## config.mk

```make
export PLATFORM = sky130hd
export DESIGN_NAME = cvx_layout_xform
export DESIGN_NICKNAME = d
export VERILOG_FILES = /design/src/rtl/cvx_pkg.sv /design/src/rtl/cvx_in_walk.sv /design/src/rtl/cvx_out_walk.sv /design/src/rtl/cvx_buf.sv /design/src/rtl/cvx_layout_xform.sv
export SDC_FILE = /design/constraint.sdc
export NUM_CORES = 2
export LEC_CHECK = 0
export ABC_AREA = 0
export BUFFER_PORTS_ARGS = -buffer_cell sky130_fd_sc_hd__buf_2
export CAP_MARGIN = 20
export CORE_MARGIN = 1.5
export CORE_UTILIZATION = 48
export CTS_CLUSTER_SIZE = 14
export DETAILED_ROUTE_END_ITERATION = 10
export GPL_TIMING_DRIVEN = 0
export PLACE_DENSITY = 0.63
export SLEW_MARGIN = 5
export SYNTH_ARGS = -nofsm -noshare
export SYNTH_HDL_FRONTEND = slang
export SYNTH_HIERARCHICAL = 1
export SYNTH_SLANG_ARGS = --single-unit
```

## constraint.sdc

```tcl
create_clock -name clk -period 17.7 [get_ports clk]
set_input_delay 0.885 -clock clk [delete_from_list [all_inputs] [get_ports clk]]
set_output_delay 0.885 -clock clk [all_outputs]
set_load 0.03 [all_outputs]
```

## src/rtl/cvx_pkg.sv

```systemverilog
package cvx_pkg;

  typedef enum logic [1:0] {
    CVX_IDLE  = 2'd0,
    CVX_CLEAR = 2'd1,
    CVX_LOAD  = 2'd2,
    CVX_DRAIN = 2'd3
  } cvx_phase_t;

  // Index width for a counter that runs 0..n-1 (at least one bit).
  function automatic int cvx_bits(input int n);
    return (n > 1) ? $clog2(n) : 1;
  endfunction

  function automatic int cvx_ceil(input int a, input int b);
    return (a + b - 1) / b;
  endfunction

  // Closed-form destination offset, used by assertions and as the
  // specification of the incremental walker.
  function automatic int cvx_dest(input int c, input int d, input int h,
                                  input int w, input int nd, input int nh,
                                  input int nw, input int cv);
    return ((((c / cv) * nd + d) * nh + h) * nw + w) * cv + (c % cv);
  endfunction

endpackage

```

## src/rtl/cvx_in_walk.sv

```systemverilog
module cvx_in_walk
  import cvx_pkg::*;
#(
  parameter int CVEC  = 2,
  parameter int MAX_C = 8,
  parameter int MAX_D = 2,
  parameter int MAX_H = 4,
  parameter int MAX_W = 4,
  parameter int AW    = 8,
  localparam int CI = cvx_bits(MAX_C),
  localparam int DI = cvx_bits(MAX_D),
  localparam int HI = cvx_bits(MAX_H),
  localparam int WI = cvx_bits(MAX_W),
  localparam int LI = cvx_bits(CVEC)
) (
  input  logic          clk,
  input  logic          rst_n,
  input  logic          restart,
  input  logic          step,
  input  logic [CI-1:0] c_last,
  input  logic [DI-1:0] d_last,
  input  logic [HI-1:0] h_last,
  input  logic [WI-1:0] w_last,
  input  logic [AW-1:0] grp_stride,
  output logic [AW-1:0] dest,
  output logic          final_beat
);

  logic [CI-1:0] c_q;
  logic [DI-1:0] d_q;
  logic [HI-1:0] h_q;
  logic [WI-1:0] w_q;
  logic [LI-1:0] lane_q;
  logic [AW-1:0] gbase_q;
  logic [AW-1:0] spoff_q;

  logic wrap_w, wrap_h, wrap_d, lane_wrap;

  assign wrap_w     = (w_q == w_last);
  assign wrap_h     = wrap_w && (h_q == h_last);
  assign wrap_d     = wrap_h && (d_q == d_last);
  assign lane_wrap  = (lane_q == LI'(CVEC - 1));
  assign final_beat = wrap_d && (c_q == c_last);

  // group base + spatial offset (stride CVEC) + lane: no multiplier chain
  assign dest = gbase_q + spoff_q + AW'(lane_q);

  always_ff @(posedge clk) begin
    if (!rst_n || restart) begin
      c_q     <= '0;
      d_q     <= '0;
      h_q     <= '0;
      w_q     <= '0;
      lane_q  <= '0;
      gbase_q <= '0;
      spoff_q <= '0;
    end else if (step) begin
      w_q <= wrap_w ? '0 : w_q + 1'b1;
      if (wrap_w) h_q <= wrap_h ? '0 : h_q + 1'b1;
      if (wrap_h) d_q <= wrap_d ? '0 : d_q + 1'b1;
      spoff_q <= wrap_d ? '0 : spoff_q + AW'(CVEC);
      if (wrap_d) begin
        c_q <= c_q + 1'b1;
        if (lane_wrap) begin
          lane_q  <= '0;
          gbase_q <= gbase_q + grp_stride;
        end else begin
          lane_q <= lane_q + 1'b1;
        end
      end
    end
  end

  // incremental offset agrees with the closed-form mapping
  a_r3_dest_formula: assert property (@(posedge clk) disable iff (!rst_n)
    step |-> (int'(dest) == cvx_dest(int'(c_q), int'(d_q), int'(h_q), int'(w_q),
                                     int'(d_last) + 1, int'(h_last) + 1,
                                     int'(w_last) + 1, CVEC)));

endmodule

```

## src/rtl/cvx_out_walk.sv

```systemverilog
module cvx_out_walk
  import cvx_pkg::*;
#(
  parameter int CVEC  = 2,
  parameter int MAX_D = 2,
  parameter int MAX_H = 4,
  parameter int MAX_W = 4,
  parameter int GMAX  = 4,
  parameter int LW    = 9,
  localparam int DI = cvx_bits(MAX_D),
  localparam int HI = cvx_bits(MAX_H),
  localparam int WI = cvx_bits(MAX_W),
  localparam int GI = cvx_bits(GMAX),
  localparam int LI = cvx_bits(CVEC)
) (
  input  logic          clk,
  input  logic          rst_n,
  input  logic          restart,
  input  logic          step,
  input  logic [DI-1:0] d_last,
  input  logic [HI-1:0] h_last,
  input  logic [WI-1:0] w_last,
  input  logic [LW-1:0] total_len,
  output logic [LW-1:0] ptr,
  output logic [LI-1:0] lane,
  output logic [WI-1:0] w_idx,
  output logic [HI-1:0] h_idx,
  output logic [DI-1:0] d_idx,
  output logic [GI-1:0] grp,
  output logic          is_last
);

  logic lane_wrap, wrap_w, wrap_h, wrap_d;

  assign lane_wrap = (lane == LI'(CVEC - 1));
  assign wrap_w    = lane_wrap && (w_idx == w_last);
  assign wrap_h    = wrap_w && (h_idx == h_last);
  assign wrap_d    = wrap_h && (d_idx == d_last);
  assign is_last   = (ptr == total_len - 1'b1);

  always_ff @(posedge clk) begin
    if (!rst_n || restart) begin
      ptr   <= '0;
      lane  <= '0;
      w_idx <= '0;
      h_idx <= '0;
      d_idx <= '0;
      grp   <= '0;
    end else if (step) begin
      ptr  <= ptr + 1'b1;
      lane <= lane_wrap ? '0 : lane + 1'b1;
      if (lane_wrap) w_idx <= wrap_w ? '0 : w_idx + 1'b1;
      if (wrap_w)    h_idx <= wrap_h ? '0 : h_idx + 1'b1;
      if (wrap_h)    d_idx <= wrap_d ? '0 : d_idx + 1'b1;
      if (wrap_d)    grp   <= grp + 1'b1;
    end
  end

  // the lane counter and the read pointer stay in step
  a_r6_lane_ptr: assert property (@(posedge clk) disable iff (!rst_n)
    !restart |-> (int'(lane) == (int'(ptr) % CVEC)));

  // pointer advances by one per accepted beat
  a_r5_ptr_advance: assert property (@(posedge clk) disable iff (!rst_n)
    (step && !restart && !is_last) |=> (ptr == $past(ptr) + 1'b1));

endmodule

```

## src/rtl/cvx_buf.sv

```systemverilog
module cvx_buf #(
  parameter int DEPTH = 256,
  parameter int AW    = 8,
  parameter int DW    = 16
) (
  input  logic          clk,
  input  logic          we,
  input  logic [AW-1:0] waddr,
  input  logic [DW-1:0] wdata,
  input  logic [AW-1:0] raddr,
  output logic [DW-1:0] rdata
);

  logic [DW-1:0] mem [DEPTH];

  always_ff @(posedge clk) begin
    if (we) mem[waddr] <= wdata;
  end

  assign rdata = mem[raddr];

endmodule

```

## src/rtl/cvx_layout_xform.sv

```systemverilog
module cvx_layout_xform
  import cvx_pkg::*;
#(
  parameter int DW    = 16,
  parameter int CVEC  = 2,
  parameter int MAX_C = 8,
  parameter int MAX_D = 2,
  parameter int MAX_H = 4,
  parameter int MAX_W = 4,
  localparam int GMAX  = cvx_ceil(MAX_C, CVEC),
  localparam int DEPTH = GMAX * CVEC * MAX_D * MAX_H * MAX_W,
  localparam int AW    = cvx_bits(DEPTH),
  localparam int LW    = $clog2(DEPTH + 1),
  localparam int CNW   = $clog2(MAX_C + 1),
  localparam int DNW   = $clog2(MAX_D + 1),
  localparam int HNW   = $clog2(MAX_H + 1),
  localparam int WNW   = $clog2(MAX_W + 1),
  localparam int CI    = cvx_bits(MAX_C),
  localparam int DI    = cvx_bits(MAX_D),
  localparam int HI    = cvx_bits(MAX_H),
  localparam int WI    = cvx_bits(MAX_W),
  localparam int GI    = cvx_bits(GMAX),
  localparam int LI    = cvx_bits(CVEC)
) (
  input  logic           clk,
  input  logic           rst_n,
  input  logic           start,
  input  logic [CNW-1:0] cfg_c,
  input  logic [DNW-1:0] cfg_d,
  input  logic [HNW-1:0] cfg_h,
  input  logic [WNW-1:0] cfg_w,
  output logic           busy,
  output logic           done,
  input  logic           in_valid,
  output logic           in_ready,
  input  logic [DW-1:0]  in_data,
  output logic           out_valid,
  input  logic           out_ready,
  output logic [DW-1:0]  out_data,
  output logic           out_last,
  output logic [LI-1:0]  out_lane,
  output logic [WI-1:0]  out_w,
  output logic [HI-1:0]  out_h,
  output logic [DI-1:0]  out_d,
  output logic [GI-1:0]  out_grp
);

  cvx_phase_t    phase_q;
  logic [CI-1:0] c_m1_q;
  logic [DI-1:0] d_m1_q;
  logic [HI-1:0] h_m1_q;
  logic [WI-1:0] w_m1_q;
  logic [LW-1:0] stride_q;
  logic [LW-1:0] total_q;
  logic [LW-1:0] clr_ptr_q;
  logic          done_q;

  // named internal events
  logic start_ok, clearing, clr_last, in_fire, out_fire, load_end, drain_end;
  logic final_beat;
  logic [AW-1:0] dest;
  logic [LW-1:0] rd_ptr;

  // one-time shape arithmetic at start
  logic [LW-1:0] groups_in, span_in, total_in;
  assign groups_in = (LW'(cfg_c) + LW'(CVEC - 1)) / LW'(CVEC);
  assign span_in   = LW'(cfg_d) * LW'(cfg_h) * LW'(cfg_w) * LW'(CVEC);
  assign total_in  = groups_in * span_in;

  assign start_ok  = start && (phase_q == CVX_IDLE);
  assign clearing  = (phase_q == CVX_CLEAR);
  assign clr_last  = clearing && (clr_ptr_q == total_q - 1'b1);
  assign in_ready  = (phase_q == CVX_LOAD);
  assign out_valid = (phase_q == CVX_DRAIN);
  assign in_fire   = in_valid && in_ready;
  assign out_fire  = out_valid && out_ready;
  assign load_end  = in_fire && final_beat;
  assign drain_end = out_fire && out_last;
  assign busy      = (phase_q != CVX_IDLE);
  assign done      = done_q;

  always_ff @(posedge clk) begin
    if (!rst_n) begin
      phase_q   <= CVX_IDLE;
      c_m1_q    <= '0;
      d_m1_q    <= '0;
      h_m1_q    <= '0;
      w_m1_q    <= '0;
      stride_q  <= '0;
      total_q   <= '0;
      clr_ptr_q <= '0;
      done_q    <= 1'b0;
    end else begin
      done_q <= drain_end;
      case (phase_q)
        CVX_IDLE: if (start_ok) begin
          c_m1_q    <= CI'(cfg_c - 1'b1);
          d_m1_q    <= DI'(cfg_d - 1'b1);
          h_m1_q    <= HI'(cfg_h - 1'b1);
          w_m1_q    <= WI'(cfg_w - 1'b1);
          stride_q  <= span_in;
          total_q   <= total_in;
          clr_ptr_q <= '0;
          phase_q   <= CVX_CLEAR;
        end
        CVX_CLEAR: begin
          clr_ptr_q <= clr_ptr_q + 1'b1;
          if (clr_last) phase_q <= CVX_LOAD;
        end
        CVX_LOAD:  if (load_end)  phase_q <= CVX_DRAIN;
        CVX_DRAIN: if (drain_end) phase_q <= CVX_IDLE;
        default: phase_q <= CVX_IDLE;
      endcase
    end
  end

  cvx_in_walk #(
    .CVEC(CVEC), .MAX_C(MAX_C), .MAX_D(MAX_D), .MAX_H(MAX_H), .MAX_W(MAX_W), .AW(AW)
  ) u_in_walk (
    .clk        (clk),
    .rst_n      (rst_n),
    .restart    (phase_q != CVX_LOAD),
    .step       (in_fire),
    .c_last     (c_m1_q),
    .d_last     (d_m1_q),
    .h_last     (h_m1_q),
    .w_last     (w_m1_q),
    .grp_stride (AW'(stride_q)),
    .dest       (dest),
    .final_beat (final_beat)
  );

  cvx_out_walk #(
    .CVEC(CVEC), .MAX_D(MAX_D), .MAX_H(MAX_H), .MAX_W(MAX_W), .GMAX(GMAX), .LW(LW)
  ) u_out_walk (
    .clk       (clk),
    .rst_n     (rst_n),
    .restart   (phase_q != CVX_DRAIN),
    .step      (out_fire),
    .d_last    (d_m1_q),
    .h_last    (h_m1_q),
    .w_last    (w_m1_q),
    .total_len (total_q),
    .ptr       (rd_ptr),
    .lane      (out_lane),
    .w_idx     (out_w),
    .h_idx     (out_h),
    .d_idx     (out_d),
    .grp       (out_grp),
    .is_last   (out_last)
  );

  logic          buf_we;
  logic [AW-1:0] buf_waddr;
  logic [DW-1:0] buf_wdata;

  // clear pass writes zeros; load pass writes the mapped element
  assign buf_we    = clearing || in_fire;
  assign buf_waddr = clearing ? AW'(clr_ptr_q) : dest;
  assign buf_wdata = clearing ? '0 : in_data;

  cvx_buf #(.DEPTH(DEPTH), .AW(AW), .DW(DW)) u_buf (
    .clk   (clk),
    .we    (buf_we),
    .waddr (buf_waddr),
    .wdata (buf_wdata),
    .raddr (AW'(rd_ptr)),
    .rdata (out_data)
  );

  // every write lands inside the current job length
  a_r3_dest_in_range: assert property (@(posedge clk) disable iff (!rst_n)
    in_fire |-> (LW'(dest) < total_q));

  // padding channels read back zero
  a_r4_pad_zero: assert property (@(posedge clk) disable iff (!rst_n)
    (out_valid && ((int'(out_grp) * CVEC + int'(out_lane)) > int'(c_m1_q)))
      |-> (out_data == '0));

  // a stalled beat holds its data and coordinates
  a_r7_stall_hold: assert property (@(posedge clk) disable iff (!rst_n)
    (out_valid && !out_ready) |=> (out_valid && $stable(out_data) &&
      $stable(out_lane) && $stable(out_w) && $stable(out_h) &&
      $stable(out_d) && $stable(out_grp) && $stable(out_last)));

  // done follows the final handshake for one cycle
  a_r9_done_after_last: assert property (@(posedge clk) disable iff (!rst_n)
    drain_end |=> (done && !busy));
  a_r9_done_single: assert property (@(posedge clk) disable iff (!rst_n)
    done |=> !done);

  // start while busy leaves the latched shape alone
  a_r8_start_ignored: assert property (@(posedge clk) disable iff (!rst_n)
    (busy && start) |=> ($stable(total_q) && $stable(c_m1_q) && $stable(stride_q)));

  // load ends straight into the drain phase with input closed
  a_r2_load_to_drain: assert property (@(posedge clk) disable iff (!rst_n)
    load_end |=> (out_valid && !in_ready));

endmodule

```

# After elaboration in Yosys (flattened, before gate mapping)
# Memory sizes are Yosys's and may differ from the RTL's. A register that Yosys moved wholly into a read port is not among the register bits.
# Index checks and enable logic that the tools add are counted.
dict set report word_totals {
  reg_bits 77
  ramBits 4096
  in_bits 33
  out_inout_bits 29
  wordCells 118
  n_memories 1
}
dict set report op_classes {
  n_addsub 22
  n_mul 3
  n_eq_ne 18
  n_mux 22
  n_reduce_logical 30
}
# name words width rd rd_ports_with_merged_regs write_ports line_no
set mem_list {}
lappend mem_list {u_buf.mem 256 16 1 1 1 cvx_buf.sv:14} ;# logic [DW-1:0] mem [DEPTH];
# op count
set op_table {}
lappend op_table {{$mux 8} 4}
lappend op_table {{$add 9x1->9 const B} 2}
lappend op_table {{$eq 9x9->1} 2}
lappend op_table {{$pmux 9 s2} 1}
lappend op_table {{$reduce_and 2->1} 9}
lappend op_table {{$add 8x8->8} 2}
lappend op_table {{$mux 16} 1}
lappend op_table {{$mux 2} 8}
lappend op_table {{$logic_and 1x1->1} 12}
lappend op_table {{$add 2x1->2 const B} 5}
lappend op_table {{$mux 9} 1}
lappend op_table {{$sub 9x1->9 const B} 1}
lappend op_table {{$add 8x1->8} 1}
lappend op_table {{$add 8x2->8 const B} 1}
lappend op_table {{$eq 2x2->1} 4}
lappend op_table {{$mul 4x8->8} 1}
lappend op_table {{$mul 5x3->8} 1}
lappend op_table {{$pmux 2 s4} 1}
lappend op_table {{$mux 1} 6}
lappend op_table {{$ne 2x1->1 const B} 3}
lappend op_table {{$ne 2x2->1 const B} 3}
lappend op_table {{$add 4x1->5 const B} 1}
lappend op_table {{$mul 2x3->5} 1}
lappend op_table {{$add 1x1->1 const B} 4}
lappend op_table {{14 further kinds} 20}

# Logic depth before layout (Yosys ltp)
dict set report depth {
  ltp_word 7
  depth_mapped 23
  depth_no_buf 23
}

# Modules after synthesis
# Netlist, hierarchy kept.
# module n_inst cells_each area_per_inst_um2 seq_area_each_um2
set modules_own_cells {}
lappend modules_own_cells {cvx_buf 1 7344 158394.4 122998.0}
lappend modules_own_cells {cvx_layout_xform 1 381 3139.3 700.7}
lappend modules_own_cells {cvx_in_walk 1 189 1631.6 480.5}
lappend modules_own_cells {cvx_out_walk 1 135 1086.0 340.3}

# Least setup slack after synthesis
# Ideal clock, no wire load.
dict set report synth_timing {
  path_kind {reg2reg}
  startpoint {reg phase_q[1]}
  endpoint {mem u_buf.mem[0][10] (data pin)}
  setup_ns 1.446
  arrival_time_ns 7.295
  setup_slack_ns 8.958
  stages_incl_launch_ff 6
  n_path_buf 2
  synth_period_minus_slack_ns 8.742
  path_cell_list {dfxtp_1 inv_1 ha_1 buf_1 clkbuf_1 nor2b_1}
}
dict set report synth_via {
  elab_chain_cells 2
}
# item line_no
set synth_rtl {}
lappend synth_rtl {{start: declaration} cvx_layout_xform.sv:48} ;# cvx_phase_t phase_q;
lappend synth_rtl {{start signal: assignment} cvx_layout_xform.sv:84} ;# phase_q <= CVX_IDLE;
lappend synth_rtl {{start signal: assignment} cvx_layout_xform.sv:104} ;# phase_q <= CVX_CLEAR;
lappend synth_rtl {{start signal: assignment} cvx_layout_xform.sv:108} ;# if (clr_last) phase_q <= CVX_LOAD;
lappend synth_rtl {{$eq 2x1->1} cvx_layout_xform.sv:71} ;# assign clearing = (phase_q == CVX_CLEAR);
lappend synth_rtl {{$mux 16} cvx_layout_xform.sv:160} ;# assign buf_wdata = clearing ? '0 : in_data;
lappend synth_rtl {{named net buf_wdata[10]} cvx_layout_xform.sv:155} ;# logic [DW-1:0] buf_wdata;
lappend synth_rtl {{end: declaration} cvx_buf.sv:14}
# The timed path passes the listed nets, and every way through them passes these cells.

==> metrics.cfg <==
[placement]
port_buffers=60
place_ws_ps=10520
gp_congestion=0.990
hpwl_mm=371
placed_area_um2=179000

[synth]
synth_edf_count=4096
synthFlopType=edfxtp_1
synth_area_leaders=edfxtp_1 75%, mux4_2 11%, mux2i_1 3.5%, o221ai_1 1.3%, dfxtp_1 0.93%
netlist_area_um2=164000
async_reset_ff_share_pct=0
syn_area_per_cell_um2=20.4
seq_area_frac_synth_pct=75.8
ys_types=87
ys_warn_count=6
synth_seq_cells=4172
synth_top_area_share_pct=74.9
syn_inst=8049
yosysTopAreaCell=edfxtp_1

[power_and_ir_drop]
total_power_uw=22000
power.density_nw_per_um2=115
peakVddDrop_v=0.0000937
p_leak_uw=0.0588

[floorplanning]
row_count=214
num_io_pins=62
die_x_um=588
core-area_um2=340000
start_util_pct=48.3
dieHeight_um=588
die_area_um2=346000

[layout]
design_area_um2=192000
drive_gt1_share_pct=27.0
nNetsFinal=9089
num-fill-cells=25100
area_growth_pct=17.0

[critical_path]
r2r-end=u_buf/mem[96][15]
cp-endpoint=out_data[7]
ff2ff_setup_slack_ps=11870
r2r_cells=12
required_ps=16820
timing.rr.start=phase_q[1]
cpPeakStageDelay_ps=1010
critical_path.cell_chain=clkbuf_1, clkbuf_1, clkbuf_1, clkbuf_1, a211oi_1, o21ai_0, nand3_1, nor4_1, buf_2
critPathLaunch=u_out_walk/ptr[4]
critical_path.endpoint_type=output pin
crit_fanout=10
worstPathArrival_ps=7350
slowest_stage=nor4_1
critPathLaunchType=flip-flop
crit_type=reg2out
crit_top_cell=clkbuf_1

[timing]
tightest_slew_ps=1310
fmaxAchievable_ghz=0.121
hold_slack_ps=280
finClkSkew_ps=45.9
relSlewSlack_pct=12.2
setup_ws_ps=9460
period_share_pct=46.5
finalSetupViolations=0
rsz0062_at_grt=false
hold_viol_final=0
final-max-slew-violation-count=0
fin_setup_tns_ps=0
fin_crit_ps=8240

[routing]
viasPerCell=6.47
wl_per_cell_um=37.0
ant_nets=0
drtPass1Iterations=9
wl_mm=514
via_count=89900
drt-initial-drc-count=13700
drc_errors=0

[global_routing]
grt_max_degree=49
grt_pass1_wl_mm=701
gr-total-overflow=0
gr-usage-all-layers_pct=29.4
antenna_found_initial=26
grt_pass1_vias=86600

[run]
maxCapViolations=0

[cts]
ctsResizeCount=0
cts_tree=done
htreeDepth=5
post_cts_buffers=0
clk_pin_slew_ps=60
clkLatencyLatePin_ps=970
cts_buffers=421
cts-root-buf=clkbuf_16
cts.sink_count=4172
cts_hold_buf=0
clk_path_buf_depth=4

[status]
status=finished, final reports clean

[worst_hold_path]
hp-start=cfg_h[0]
hold_path.class=in2reg

layout make-up:
type	count	area, um^2	share of cell area (%)
multi-input combinational	3356	37600	19.6
inverter	48	180	0.0938
timing repair buffer	521	7940	4.13
buffer	476	2810	1.46
sequential	4172	125000	64.8
antenna	13	32.5	0.0169
clock inverter	244	2300	1.20
clock buffer	525	11100	5.79
tap	4536	5680	2.95
cells by family (layout without fill, tap and decap cells):
| logic type | count (synthesis) | after routing | synth area share (%) |
|---|---|---|---|
| AND/OR/NAND/NOR | 848 | 848 | 2.43 |
| adder cells (fa/ha/maj) | 60 | 60 | 0.530 |
| other | 1 | 17 | 0.00228 |
| multiplexers | 1473 | 1473 | 15.1 |
| flip-flops | 4172 | 4172 | 75.8 |
| buffers and inverters | 524 | 1814 | 1.80 |
| XOR/XNOR | 75 | 75 | 0.438 |
| AO/OA/AOI/OAI | 896 | 896 | 3.87 |
worst min-delay path by stage:
stage / end / slack (ps) / cells past startpoint
6_report: h_m1_q[0] / 280 / 3
5_1_grt: d_m1_q / 260 / 3
4_1_cts: h_m1_q[0] / 220 / 3
3_5_place_dp: stride_q[3] / 480 / 2
2_1_floorplan: stride_q[2] / 440 / 2
3_3_place_gp: stride_q[3] / 480 / 2
report_power, final:
part           internal, uW  switching (uW)  total (uW)  leakage, uW
registers             11500            27.0       11500       0.0377
logic                   468            1300        1770       0.0146
clock network          4980            3770        8750      0.00655
total                 17000            5100       22000       0.0588
cells in the final DEF, fill, tap and decap left out, types with 146 or more instances in the layout:
master	n
edfxtp_1	4096
o22ai_1	149
mux2i_1	580
buf_8	276
clkbuf_1	314
mux4_2	797
nor2_2	258
a21oi_1	204
buf_2	146
o221ai_1	253
clkbuf_16	427
cells in the mapped netlist, drive strengths merged, types with 24 or more instances:
library cell	n
inv	48
clkbuf	247
a22oi	45
o21ai	62
a211oi	24
mux4	797
a22o	32
nor3	105
a221oi	28
ha	44
xor2	41
nor2	373
nand3	51
nand4	38
o22ai	149
a21oi	204
o221ai	254
mux2i	580
mux2	96
buf	229
xnor2	33
edfxtp	4096
and2	31
dfxtp	76
nor2b	34
nand2	113
worst max-delay path: cells and delay by family (launching register included):
family                 cells  cell delay [ps]
and+or+nand+nor            2             1290
buffers and inverters      5             3930
DFF                        1              460
AOI/OAI and AO/OA          2              660
per-layer routing:
metal,global-route usage [%],share of wire [%],vias up
met5,0,0.014,-
met4,11.8,4.8,12
met3,8.88,13,999
met2,43.6,44,5845
met1,41.0,38,47400
li1,-,-,35600
flip-flops by register name, summed over array words and instances (netlist names):
name,count
u_out_walk/ptr,9
u_in_walk/c_q,3
h_m1_q,2
u_buf/mem,4096
u_in_walk/w_q,2
u_out_walk/grp,2
c_m1_q,3
u_in_walk/spoff_q,7
d_m1_q,1
u_in_walk/lane_q,1
u_out_walk/lane,1
u_out_walk/w_idx,2
u_in_walk/h_q,2
u_in_walk/d_q,1
clr_ptr_q,9
total_q,8
u_out_walk/d_idx,1
u_out_walk/h_idx,2
u_in_walk/gbase_q,8
phase_q,2
done,1
w_m1_q,2
stride_q,7
per-stage QoR:
step | instances | util, %
final | 13900 | 56.5
after global routing | 13900 | 56.5
after CTS | 13900 | 56.5
after detailed placement | 13100 | 52.5
after global placement | 12600 | 50.1
after floorplan | 8052 | -
No activity file was read; power rests on OpenSTA's default activity.
